[src/rtl/frame_tx_pkg.sv]
package frame_tx_pkg;
  localparam int LEN_W = 16;
  localparam int IDX_W = 9;

  typedef enum logic [1:0] {ST_IDLE, ST_SEND, ST_LOAD, ST_FINISH} txState_e;

  typedef struct packed {
    logic             bufSel;
    logic [IDX_W-1:0] wordIdx;
    logic [1:0]       byteSel;
    logic             macHi;
    logic             macLo;
  } dpCtl_t;
endpackage

[src/rtl/frame_tx_dp.sv]
module frame_tx_dp
  import frame_tx_pkg::*;
#(
  parameter int BUF_WORDS = 64,
  parameter bit HAS_PONG  = 1'b1
) (
  input  logic        clk,
  input  logic        rstN,
  input  logic        wrEn,
  input  logic [9:0]  wrWordAddr,
  input  logic [31:0] wrData,
  input  dpCtl_t      ctl,
  output logic [7:0]  txData,
  output logic [47:0] stationAddr
);
  localparam int NUM_BUF = HAS_PONG ? 2 : 1;
  localparam logic [IDX_W-1:0] WORD_LIM = IDX_W'(BUF_WORDS);

  logic [31:0] bufWord [NUM_BUF];
  logic [31:0] selWord;

  for (genvar b = 0; b < NUM_BUF; b++) begin : g_buf
    logic [31:0] ram [BUF_WORDS];
    logic        hit;
    assign hit = wrEn && (wrWordAddr[9] == (b == 1)) && (wrWordAddr[8:0] < WORD_LIM);
    always_ff @(posedge clk) begin
      if (hit) ram[wrWordAddr[8:0]] <= wrData;
    end
    assign bufWord[b] = ram[ctl.wordIdx];
  end

  assign selWord = (NUM_BUF > 1 && ctl.bufSel) ? bufWord[NUM_BUF-1] : bufWord[0];
  assign txData  = selWord[8*ctl.byteSel +: 8];

  always_ff @(posedge clk) begin
    if (!rstN) begin
      stationAddr <= '0;
    end else begin
      if (ctl.macHi) stationAddr[47:16] <= {selWord[7:0], selWord[15:8], selWord[23:16], selWord[31:24]};
      if (ctl.macLo) stationAddr[15:0]  <= {selWord[7:0], selWord[15:8]};
    end
  end
endmodule

[src/rtl/frame_tx_ctl.sv]
module frame_tx_ctl
  import frame_tx_pkg::*;
#(
  parameter int BUF_WORDS = 64,
  parameter bit HAS_PONG  = 1'b1
) (
  input  logic        clk,
  input  logic        rstN,
  input  logic        wrEn,
  input  logic [9:0]  wrWordAddr,
  input  logic [16:0] regWrData,
  input  logic [9:0]  rdWordAddr,
  output logic [31:0] rdData,
  input  logic        txReady,
  output logic        txValid,
  output logic        txLast,
  output logic        irq,
  output dpCtl_t      ctl
);
  localparam logic [LEN_W-1:0] MAX_BYTES = LEN_W'(BUF_WORDS * 4);
  localparam logic [1:0] BUF_OK = HAS_PONG ? 2'b11 : 2'b01;
  localparam logic [8:0] IDX_LEN  = 9'h1FD;
  localparam logic [8:0] IDX_GIE  = 9'h1FE;
  localparam logic [8:0] IDX_STAT = 9'h1FF;

  txState_e         state;
  logic [1:0]       busy, prog, ie;
  logic [LEN_W-1:0] lenReg [2];
  logic [LEN_W-1:0] effLen [2];
  logic             gie, olderPong, act;
  logic [LEN_W-1:0] cnt;
  logic [1:0]       statWr, lenWr;
  logic             gieWr, pickSel, cancelNow, stopAct;
  logic [LEN_W-1:0] actLen;

  always_comb begin
    for (int b = 0; b < 2; b++) begin
      effLen[b] = (lenReg[b] > MAX_BYTES) ? MAX_BYTES : lenReg[b];
      statWr[b] = wrEn && BUF_OK[b] && (wrWordAddr[9] == b[0]) && (wrWordAddr[8:0] == IDX_STAT);
      lenWr[b]  = wrEn && BUF_OK[b] && (wrWordAddr[9] == b[0]) && (wrWordAddr[8:0] == IDX_LEN);
    end
    gieWr     = wrEn && !wrWordAddr[9] && (wrWordAddr[8:0] == IDX_GIE);
    pickSel   = (busy[0] && busy[1]) ? olderPong : busy[1];
    actLen    = effLen[act];
    cancelNow = statWr[act] && !regWrData[0];
    stopAct   = cancelNow || !busy[act];
  end

  assign txValid = (state == ST_SEND) && busy[act];
  assign txLast  = txValid && (cnt == actLen - LEN_W'(1));

  always_comb begin
    ctl         = '0;
    ctl.bufSel  = act;
    ctl.wordIdx = cnt[IDX_W+1:2];
    ctl.byteSel = cnt[1:0];
    ctl.macHi   = (state == ST_LOAD) && !stopAct && (cnt == '0);
    ctl.macLo   = (state == ST_LOAD) && !stopAct && (cnt != '0);
  end

  always_ff @(posedge clk) begin
    if (!rstN) begin
      state     <= ST_IDLE;
      busy      <= '0;
      prog      <= '0;
      ie        <= '0;
      lenReg[0] <= '0;
      lenReg[1] <= '0;
      gie       <= 1'b0;
      olderPong <= 1'b0;
      act       <= 1'b0;
      cnt       <= '0;
      irq       <= 1'b0;
    end else begin
      irq <= 1'b0;
      unique case (state)
        ST_IDLE: if (|busy) begin
          act <= pickSel;
          cnt <= '0;
          if (prog[pickSel])             state <= ST_LOAD;
          else if (effLen[pickSel] == 0) state <= ST_FINISH;
          else                           state <= ST_SEND;
        end
        ST_SEND: begin
          if (stopAct) state <= ST_IDLE;
          else if (txReady) begin
            if (cnt == actLen - LEN_W'(1)) state <= ST_FINISH;
            else cnt <= cnt + LEN_W'(1);
          end
        end
        ST_LOAD: begin
          if (stopAct) state <= ST_IDLE;
          else if (cnt == '0) cnt <= LEN_W'(4);
          else state <= ST_FINISH;
        end
        ST_FINISH: begin
          busy[act] <= 1'b0;
          prog[act] <= 1'b0;
          irq       <= ie[act] && gie;
          state     <= ST_IDLE;
        end
        default: state <= ST_IDLE;
      endcase
      for (int b = 0; b < 2; b++) begin
        if (statWr[b]) begin
          busy[b] <= regWrData[0];
          prog[b] <= regWrData[1];
          ie[b]   <= regWrData[3];
          if (regWrData[0] && !busy[b]) olderPong <= busy[1-b] ? (b == 0) : (b == 1);
        end
        if (lenWr[b]) lenReg[b] <= regWrData[15:0];
      end
      if (gieWr) gie <= regWrData[16];
    end
  end

  always_ff @(posedge clk) begin
    if (!rstN) begin
      rdData <= '0;
    end else begin
      rdData <= '0;
      if (BUF_OK[rdWordAddr[9]]) begin
        if (rdWordAddr[8:0] == IDX_STAT)
          rdData <= {28'b0, ie[rdWordAddr[9]], 1'b0, prog[rdWordAddr[9]], busy[rdWordAddr[9]]};
        else if (rdWordAddr[8:0] == IDX_LEN)
          rdData <= {16'b0, lenReg[rdWordAddr[9]]};
        else if (rdWordAddr[8:0] == IDX_GIE && !rdWordAddr[9])
          rdData <= {gie, 31'b0};
      end
    end
  end
endmodule

[src/rtl/frame_tx_pair.sv]
module frame_tx_pair
  import frame_tx_pkg::*;
#(
  parameter int BUF_WORDS = 64,
  parameter bit HAS_PONG  = 1'b1
) (
  input  logic        clk,
  input  logic        rstN,
  input  logic        wrEn,
  input  logic [9:0]  wrWordAddr,
  input  logic [31:0] wrData,
  input  logic [9:0]  rdWordAddr,
  output logic [31:0] rdData,
  output logic [7:0]  txData,
  output logic        txValid,
  input  logic        txReady,
  output logic        txLast,
  output logic        irq,
  output logic [47:0] stationAddr
);
  dpCtl_t ctlBus;

  frame_tx_ctl #(.BUF_WORDS(BUF_WORDS), .HAS_PONG(HAS_PONG)) uCtl (
    .clk(clk), .rstN(rstN), .wrEn(wrEn), .wrWordAddr(wrWordAddr),
    .regWrData({wrData[31], wrData[15:0]}), .rdWordAddr(rdWordAddr),
    .rdData(rdData), .txReady(txReady), .txValid(txValid), .txLast(txLast),
    .irq(irq), .ctl(ctlBus)
  );

  frame_tx_dp #(.BUF_WORDS(BUF_WORDS), .HAS_PONG(HAS_PONG)) uDp (
    .clk(clk), .rstN(rstN), .wrEn(wrEn), .wrWordAddr(wrWordAddr),
    .wrData(wrData), .ctl(ctlBus), .txData(txData), .stationAddr(stationAddr)
  );
endmodule

[config.mk]
export PLATFORM = sky130hd
export DESIGN_NAME = frame_tx_pair
export DESIGN_NICKNAME = d
export VERILOG_FILES = /design/src/rtl/frame_tx_pkg.sv /design/src/rtl/frame_tx_dp.sv /design/src/rtl/frame_tx_ctl.sv /design/src/rtl/frame_tx_pair.sv
export SDC_FILE = /design/constraint.sdc
export NUM_CORES = 2
export LEC_CHECK = 0
export BUFFER_PORTS_ARGS = -buffer_cell sky130_fd_sc_hd__buf_2
export CORE_AREA = 2 2 546 548
export CTS_CLUSTER_DIAMETER = 50
export DETAILED_ROUTE_END_ITERATION = 12
export DIE_AREA = 0 0 548 550
export PLACE_DENSITY = 0.77
export SYNTH_ARGS = -nofsm -noshare
export SYNTH_HDL_FRONTEND = slang
export SYNTH_MEMORY_MAX_BITS = 65536
export SYNTH_SLANG_ARGS = --single-unit
[constraint.sdc]
create_clock -name clk -period 4.7 [get_ports clk]
set_clock_uncertainty 0.05 [all_clocks]
set_input_delay 0.235 -clock clk [delete_from_list [all_inputs] [get_ports clk]]
set_output_delay 0.235 -clock clk [all_outputs]
set_load 0.05 [all_outputs]
## Word-level counts from Yosys, hierarchy flattened

Memories as Yosys holds them, arrays and structs flattened. A register that Yosys moved wholly into a read port is not among the register bits.
Cells that the tools add are included.

- Memory bits (writable): 4,128
- Register bits after elaboration: 108
- Output and inout bits: 91
- Memories kept: 3

Memories:

| name | words | width | rd ports | clocked after Yosys merged registers in | write ports | line | RTL |
|---|---|---|---|---|---|---|---|
| uDp.g_buf[0].ram | 64 | 32 | 1 | 1 | 1 | frame_tx_dp.sv:23 | `logic [31:0] ram [BUF_WORDS];` |
| uDp.g_buf[1].ram | 64 | 32 | 1 | 1 | 1 | frame_tx_dp.sv:23 |  |
| uCtl.lenReg | 2 | 16 | 3 | 0 | 2 | frame_tx_ctl.sv:28 | `logic [LEN_W-1:0] lenReg [2];` |

- Shift-type cells: 1
- Muxes and demuxes: 74
- Add/subtract/negate cells: 2
- Bitwise gates (word level): 11
- Reductions and logical operators: 46
- $lt $le $gt $ge: 9
- Equality and inequality tests: 19

Operators with widths:

| operator | count |
|---|---|
| $mux 16 | 17 |
| $eq 9x9->1 const B | 6 |
| $pmux 16 s3 | 1 |
| $mux 1 | 38 |
| $gt 16x9->1 const B | 2 |
| $logic_not 16->1 | 2 |
| $mux 32 | 1 |
| $shiftx 32x6->8 | 1 |
| $mux 6 | 4 |
| $logic_and 1x1->1 | 22 |
| $mux 2 | 10 |
| $add 16x1->16 const B | 1 |
| $eq 16x16->1 | 1 |
| $reduce_bool 16->1 | 1 |
| $sub 16x1->16 const B | 1 |
| $ne 2x2->1 const B | 5 |
| $lt 9x7->1 const B | 1 |
| $ne 3x2->1 const B | 3 |
| $pmux 2 s4 | 1 |
| $logic_not 1->1 | 7 |
| $reduce_and 7->1 | 1 |
| $lt 1x2->1 const B | 3 |
| $reduce_and 2->1 | 3 |
| $reduce_or 5->1 | 1 |
| other kinds (20) | 29 |

## Depth between registers and ports, before layout

An unclocked memory read counts as a cell.

- Word-level depth: 14
- Mapped depth: 17

## By module

Synthesis repeated with hierarchy kept, for this count alone.

- Cell total of the unflattened synthesis: 8,623
- Area, all modules: 166,089.3 µm²

Modules (own cells, without submodules):

| module | instances | area an instance (µm²) | seq. area each (µm²) | cells an instance |
|---|---|---|---|---|
| frame_tx_dp | 1 | 161,670.1 | 123,958.9 | 8,149 |
| frame_tx_ctl | 1 | 4,419.2 | 1,861.8 | 474 |

## Least setup slack after synthesis

OpenSTA, ideal clock, no wires.

- Path kind: reg2out
- From: reg with a tool-made name
- To: out txData[3]
- Path slack: 0.740 ns
- Arrival time: 3.675 ns
- Stages on the path, launching flop included: 10
- Required time: 4.415 ns
- Path buffers: 4
- Cell sequence: dfxtp_1 clkbuf_1 buf_2 clkbuf_1 buf_1 mux4_2 mux4_2 mux4_2 mux2i_1 a221oi_1

RTL lines:

| item | line | RTL |
|---|---|---|
| end, declared | frame_tx_pair.sv:14 | `output logic [7:0] txData,` |

==> results.txt <==
Traced cell by cell, the critical path runs through buf_12, buf_12, buf_16, buf_12, mux4_2, mux4_2, mux4_2, nand2_2, nand2_2, o21ai_2, a221oi_4, buf_6. The global placement routability congestion came out at 0.942. The simple-gate share of the synthesized area came out at 0.0140. The power per standard cell area came out at 409 nW/um2.

The floorplan row count is 200. The final design instance area without fill is 189,000 um2. The sum of routed wire length over all layers came out at 503,000 um. The fraction of registers with async set/reset came out at 0. During synthesis, Yosys emitted a total of 0 warnings. The layout filler cell count is 17,600. Dividing the detail-routed wire length by the instance count gives 42.6 um. The clock root buffer master is sky130_fd_sc_hd__clkbuf_16. Setup repair after global routing could not meet its margin everywhere. For this run, the total global-route usage over all layers was measured as 0.333. The core outline area is 296,000 um2. The max-slew violation count is 0. The routed design could run at a clock period as short as 4.99 ns. For this run, design rule violations remaining after detail routing come to 0. The maximum clock insertion buffer count came out at 4.

TritonCTS built the clock tree. The slew at the pin closest to its max-slew limit came out at 1.30 ns. In this run the worst path has a maximum fanout of 8.

For the worst-skew pair, the clock arrives at the later sink with an insertion delay of 0.94 ns. The peak supply drop came out at 0.318 mV. STA classifies the critical path endpoint as an output pin. The worst stage delay on the critical path came out at 0.66 ns. The number of optimization iterations in the first detailed-route pass came out at 9. The critical path start-end classification is flop to output pin. The tightest min-delay check is of the primary input to flop type.

The worst hold path terminates at uDp.g_buf[0].ram[36][12]. The via density per instance is 7.27. The mux share of post-synthesis cell area came out at 0.190. The fraction of the mapped netlist area in adder cells came out at 0.000541. The clock slew seen by the registers of the worst setup and hold paths is 0.07 ns. The full die area is 301,000 um2. For this block, the via count after detailed routing is 85,700. The post-synthesis compound-gate area fraction came out at 0.00772. The run finished, with violations left. The post-synthesis area per instance came out at 24.3 um2. The starting utilization of the core area is 0.548. Measured in cells, the most critical reg-to-reg path has a length of 22. The data arrival time at the worst-slack endpoint came out at 4.70 ns.

The setup check on the worst reg-to-reg path leaves a slack of -0.19 ns. The wire length of the first global-routing pass came out at 688,000 um. The startpoint type of the worst setup path is a flop. The synthesis-stage register bit count is 4,227.

The static power due to leakage is 57.1 nW. The number of nets in the finished design is 7,549. The count of mapped cells out of synthesis came out at 6,668. The completed layout was analyzed and its total power is 0.0772 W. The number of antenna violations at the first check in global routing came out at 75. The distinct cell type count of the synthesized netlist is 77. The tool flagged a number of max-cap violations equal to 0.

The worst pin sits at a relative slew slack of 0.135. The first routing iteration left 17,000 violations. The half-perimeter wire length after placement is 243,000 um. The total global routing overflow is 0. The checks that failed: setup timing. The data required time at the worst endpoint came out at 4.41 ns.

The worst path setup slack after routing came out at -0.288 ns. Derived from the worst setup path, the maximum achievable clock frequency is 200 MHz. In this run, synthesis inferred 4,128 flip-flops with an integrated enable.

The number of buffers and inverters on the critical path is 5. In this run the critical register-to-register path is captured at uDp.stationAddr[40]. In this run the most critical hold path is launched from wrData[12]. The total count of hold-check failures in the final report was 0. The xor/xnor cell area share of the yosys netlist came out at 0.000433. The synthesized cell area is 162,000 um2. The share of synthesized area occupied by flip-flops and latches is 0.778. The area of the multi-input gates is 36,000 um2.

The storage element area came out at 126,000 um2. The most used flip-flop cell after synthesis is sky130_fd_sc_hd__edfxtp_1. The floorplan step set the die width to 548 um.

The number of clock sinks seen by CTS came out at 4,227. The critical-path cell with the highest stage delay is sky130_fd_sc_hd__mux4_2. The kind of cell with the highest combined delay along the critical path is multiplexers. Summing all placed instances gives a cell area of 172,000 um2. Setup violations remaining at the end of the flow were counted as 11.

The number of levels the H-tree was split into came out at 5. Clock tree synthesis inserted a total of 403 buffers. The number of buffers added on ports is 131. The cell count of the worst hold path came out at 1. The via count of the first global-routing pass came out at 84,100. Measured along the y axis, the die boundary spans 550 um. The share of the clock period used by the worst path after layout came out at 1.06. By area, the combinational part of the netlist is dominated by multiplexers. The post-synthesis to final-layout area growth came out at 16.6%. The pre-CTS worst setup slack is 0.121 ns. The number of I/O pins is 147.

Of the cells placed in the final design, the portion with a size suffix greater than 1 is 0.368. The detail route stage leaves a number of antenna-violating nets equal to 0. The maximum number of pins on one net before global-route repair is 87.
==> synthesized netlist by cell type, drive strengths merged, types with 7 or more instances <==
library cell | count | area, um2
o21ai | 33 | 165
and3 | 13 | 81.3
nor3 | 25 | 135
edfxtp | 4128 | 124000
nand3b | 7 | 52.6
nand3 | 23 | 115
or3 | 11 | 73.8
a221oi | 8 | 70.1
ha | 7 | 87.6
nand2 | 60 | 225
dfxtp | 99 | 1980
a21oi | 16 | 80.1
nand4 | 13 | 81.3
o211ai | 7 | 66.3
and2 | 19 | 119
or2 | 16 | 100
a311oi | 7 | 61.3
a211oi | 42 | 315
a31oi | 8 | 50.1
nand2b | 11 | 68.8
o21a | 7 | 60.1
mux2i | 44 | 440
inv | 17 | 63.8
nor2 | 227 | 855
clkbuf | 251 | 942
mux4 | 1347 | 30300
nor4 | 14 | 115
buf | 129 | 564
or4 | 10 | 86.3
==> metrics by stage <==
step / util / hold WS (ns) / std cells / setup TNS (ns)
final: 0.639 / 0.0190 / 11800 / -2.02
after global routing: 0.639 / 0.0274 / 11800 / -2.04
after CTS: 0.637 / 0.00129 / 11700 / -0.501
after detailed placement: 0.581 / 0.439 / 10800 / 0
after global placement: 0.581 / 0.433 / 10800 / 0
after floorplan: - / 0.284 / 6682 / 0
==> kinds of logic (layout without fill, tap and decap cells) <==
| kind of cell | Yosys count | after routing |
|---|---|---|
| flip-flops | 4227 | 4227 |
| multiplexers | 1392 | 1392 |
| AND/OR/NAND/NOR | 467 | 467 |
| buffers and inverters | 397 | 1537 |
| AO/OA/AOI/OAI | 169 | 169 |
| XOR/XNOR | 8 | 8 |
| adder cells (fa/ha/maj) | 7 | 7 |
| other | 1 | 52 |
==> layer usage <==
| metal | vias to the layer above | part of all wire | global-route usage |
|---|---|---|---|
| met1 | 44200 | 0.31 | 0.423 |
| li1 | 30600 | - | - |
| met2 | 9230 | 0.47 | 0.522 |
| met3 | 1677 | 0.15 | 0.106 |
| met5 | - | 0.00043 | 0 |
| met4 | 30 | 0.062 | 0.174 |
==> where the power goes <==
part           leakage (nW)  switching (W)  internal (W)
clock                  6.26         0.0146        0.0181
combinational          13.0        0.00186       0.00122
sequential             37.9      0.0000371        0.0414
==> state kept, by name, summed over array words and instances (netlist names), named ones only <==
name             flops
uCtl.irq             1
uCtl.lenReg         32
uDp.g_buf.ram     4096
uCtl.state           2
uDp.stationAddr     48
uCtl.gie             1
uCtl.busy            2
uCtl.rdData         17
uCtl.olderPong       1
uCtl.act             1
uCtl.prog            2
uCtl.cnt            16
uCtl.ie              2
==> repair_timing <==
| action | in CTS | in global routing |
|---|---|---|
| gates cloned | 37 | 3 |
| setup endpoints to repair | 9 | 11 |
| resized for setup | 225 | 31 |
| pin swaps | 15 | 9 |
| setup buffers | 124 | 41 |
| hold buffers | 43 | 0 |
| hold endpoints to repair | 1701 | 0 |
==> placed cells by master, fill, tap and decap left out, drive strengths merged, types with 10 or more instances in the layout <==
cell type / n
or4: 10
or3: 11
and2: 19
a21oi: 16
mux2i: 44
nor2: 227
mux4: 1347
conb: 15
nand2: 60
clkbuf: 494
buf: 719
nand3: 23
inv: 44
nand2b: 11
nand4: 13
and3: 13
clkinv: 164
dlygate4sd3: 43
diode: 37
or2: 16
nor3: 25
nor4: 14
o21ai: 33
bufinv: 38
edfxtp: 4128
bufbuf: 15
a211oi: 42
dfxtp: 99
clkinvlp: 20
==> worst max path at each step <==
stage	startpoint	endpoint	cells past startpoint	slack, ns
2_1_floorplan	flop	txData[3]	9	0.74
5_1_grt	flop	txData[3]	11	-0.26
3_3_place_gp	flop	txData[3]	11	0.07
6_report	flop	txData[3]	12	-0.29
3_5_place_dp	flop	txData[3]	11	0.12
4_1_cts	flop	txData[0]	10	-0.08
==> worst reg2reg max path: stages (launching register included) <==
cell	delay (ns)
sky130_fd_sc_hd__dfxtp_4	0.49
sky130_fd_sc_hd__buf_12	0.24
sky130_fd_sc_hd__buf_12	0.24
sky130_fd_sc_hd__buf_16	0.25
sky130_fd_sc_hd__mux4_2	0.39
sky130_fd_sc_hd__mux4_2	0.61
sky130_fd_sc_hd__mux4_2	0.66
sky130_fd_sc_hd__mux2i_2	0.25
sky130_fd_sc_hd__buf_4	0.16
sky130_fd_sc_hd__buf_4	0.10
sky130_fd_sc_hd__buf_4	0.09
sky130_fd_sc_hd__buf_4	0.09
sky130_fd_sc_hd__buf_4	0.09
sky130_fd_sc_hd__buf_4	0.09
sky130_fd_sc_hd__buf_4	0.09
sky130_fd_sc_hd__buf_4	0.10
sky130_fd_sc_hd__buf_4	0.10
sky130_fd_sc_hd__buf_4	0.10
sky130_fd_sc_hd__buf_4	0.09
sky130_fd_sc_hd__buf_4	0.10
sky130_fd_sc_hd__buf_4	0.10
sky130_fd_sc_hd__buf_4	0.18
sky130_fd_sc_hd__a211oi_1	0.10
==> layout make-up <==
cell class / instances / area share
tap: 3939 / 0.0261
inverter: 17 / 0.000338
sequential: 4227 / 0.667
timing repair buffer: 779 / 0.0472
antenna: 37 / 0.000490
clock inverter: 249 / 0.0127
multi-input combinational: 2058 / 0.191
clock buffer: 492 / 0.0558
Note: power is estimated with default switching activity, not from simulation.
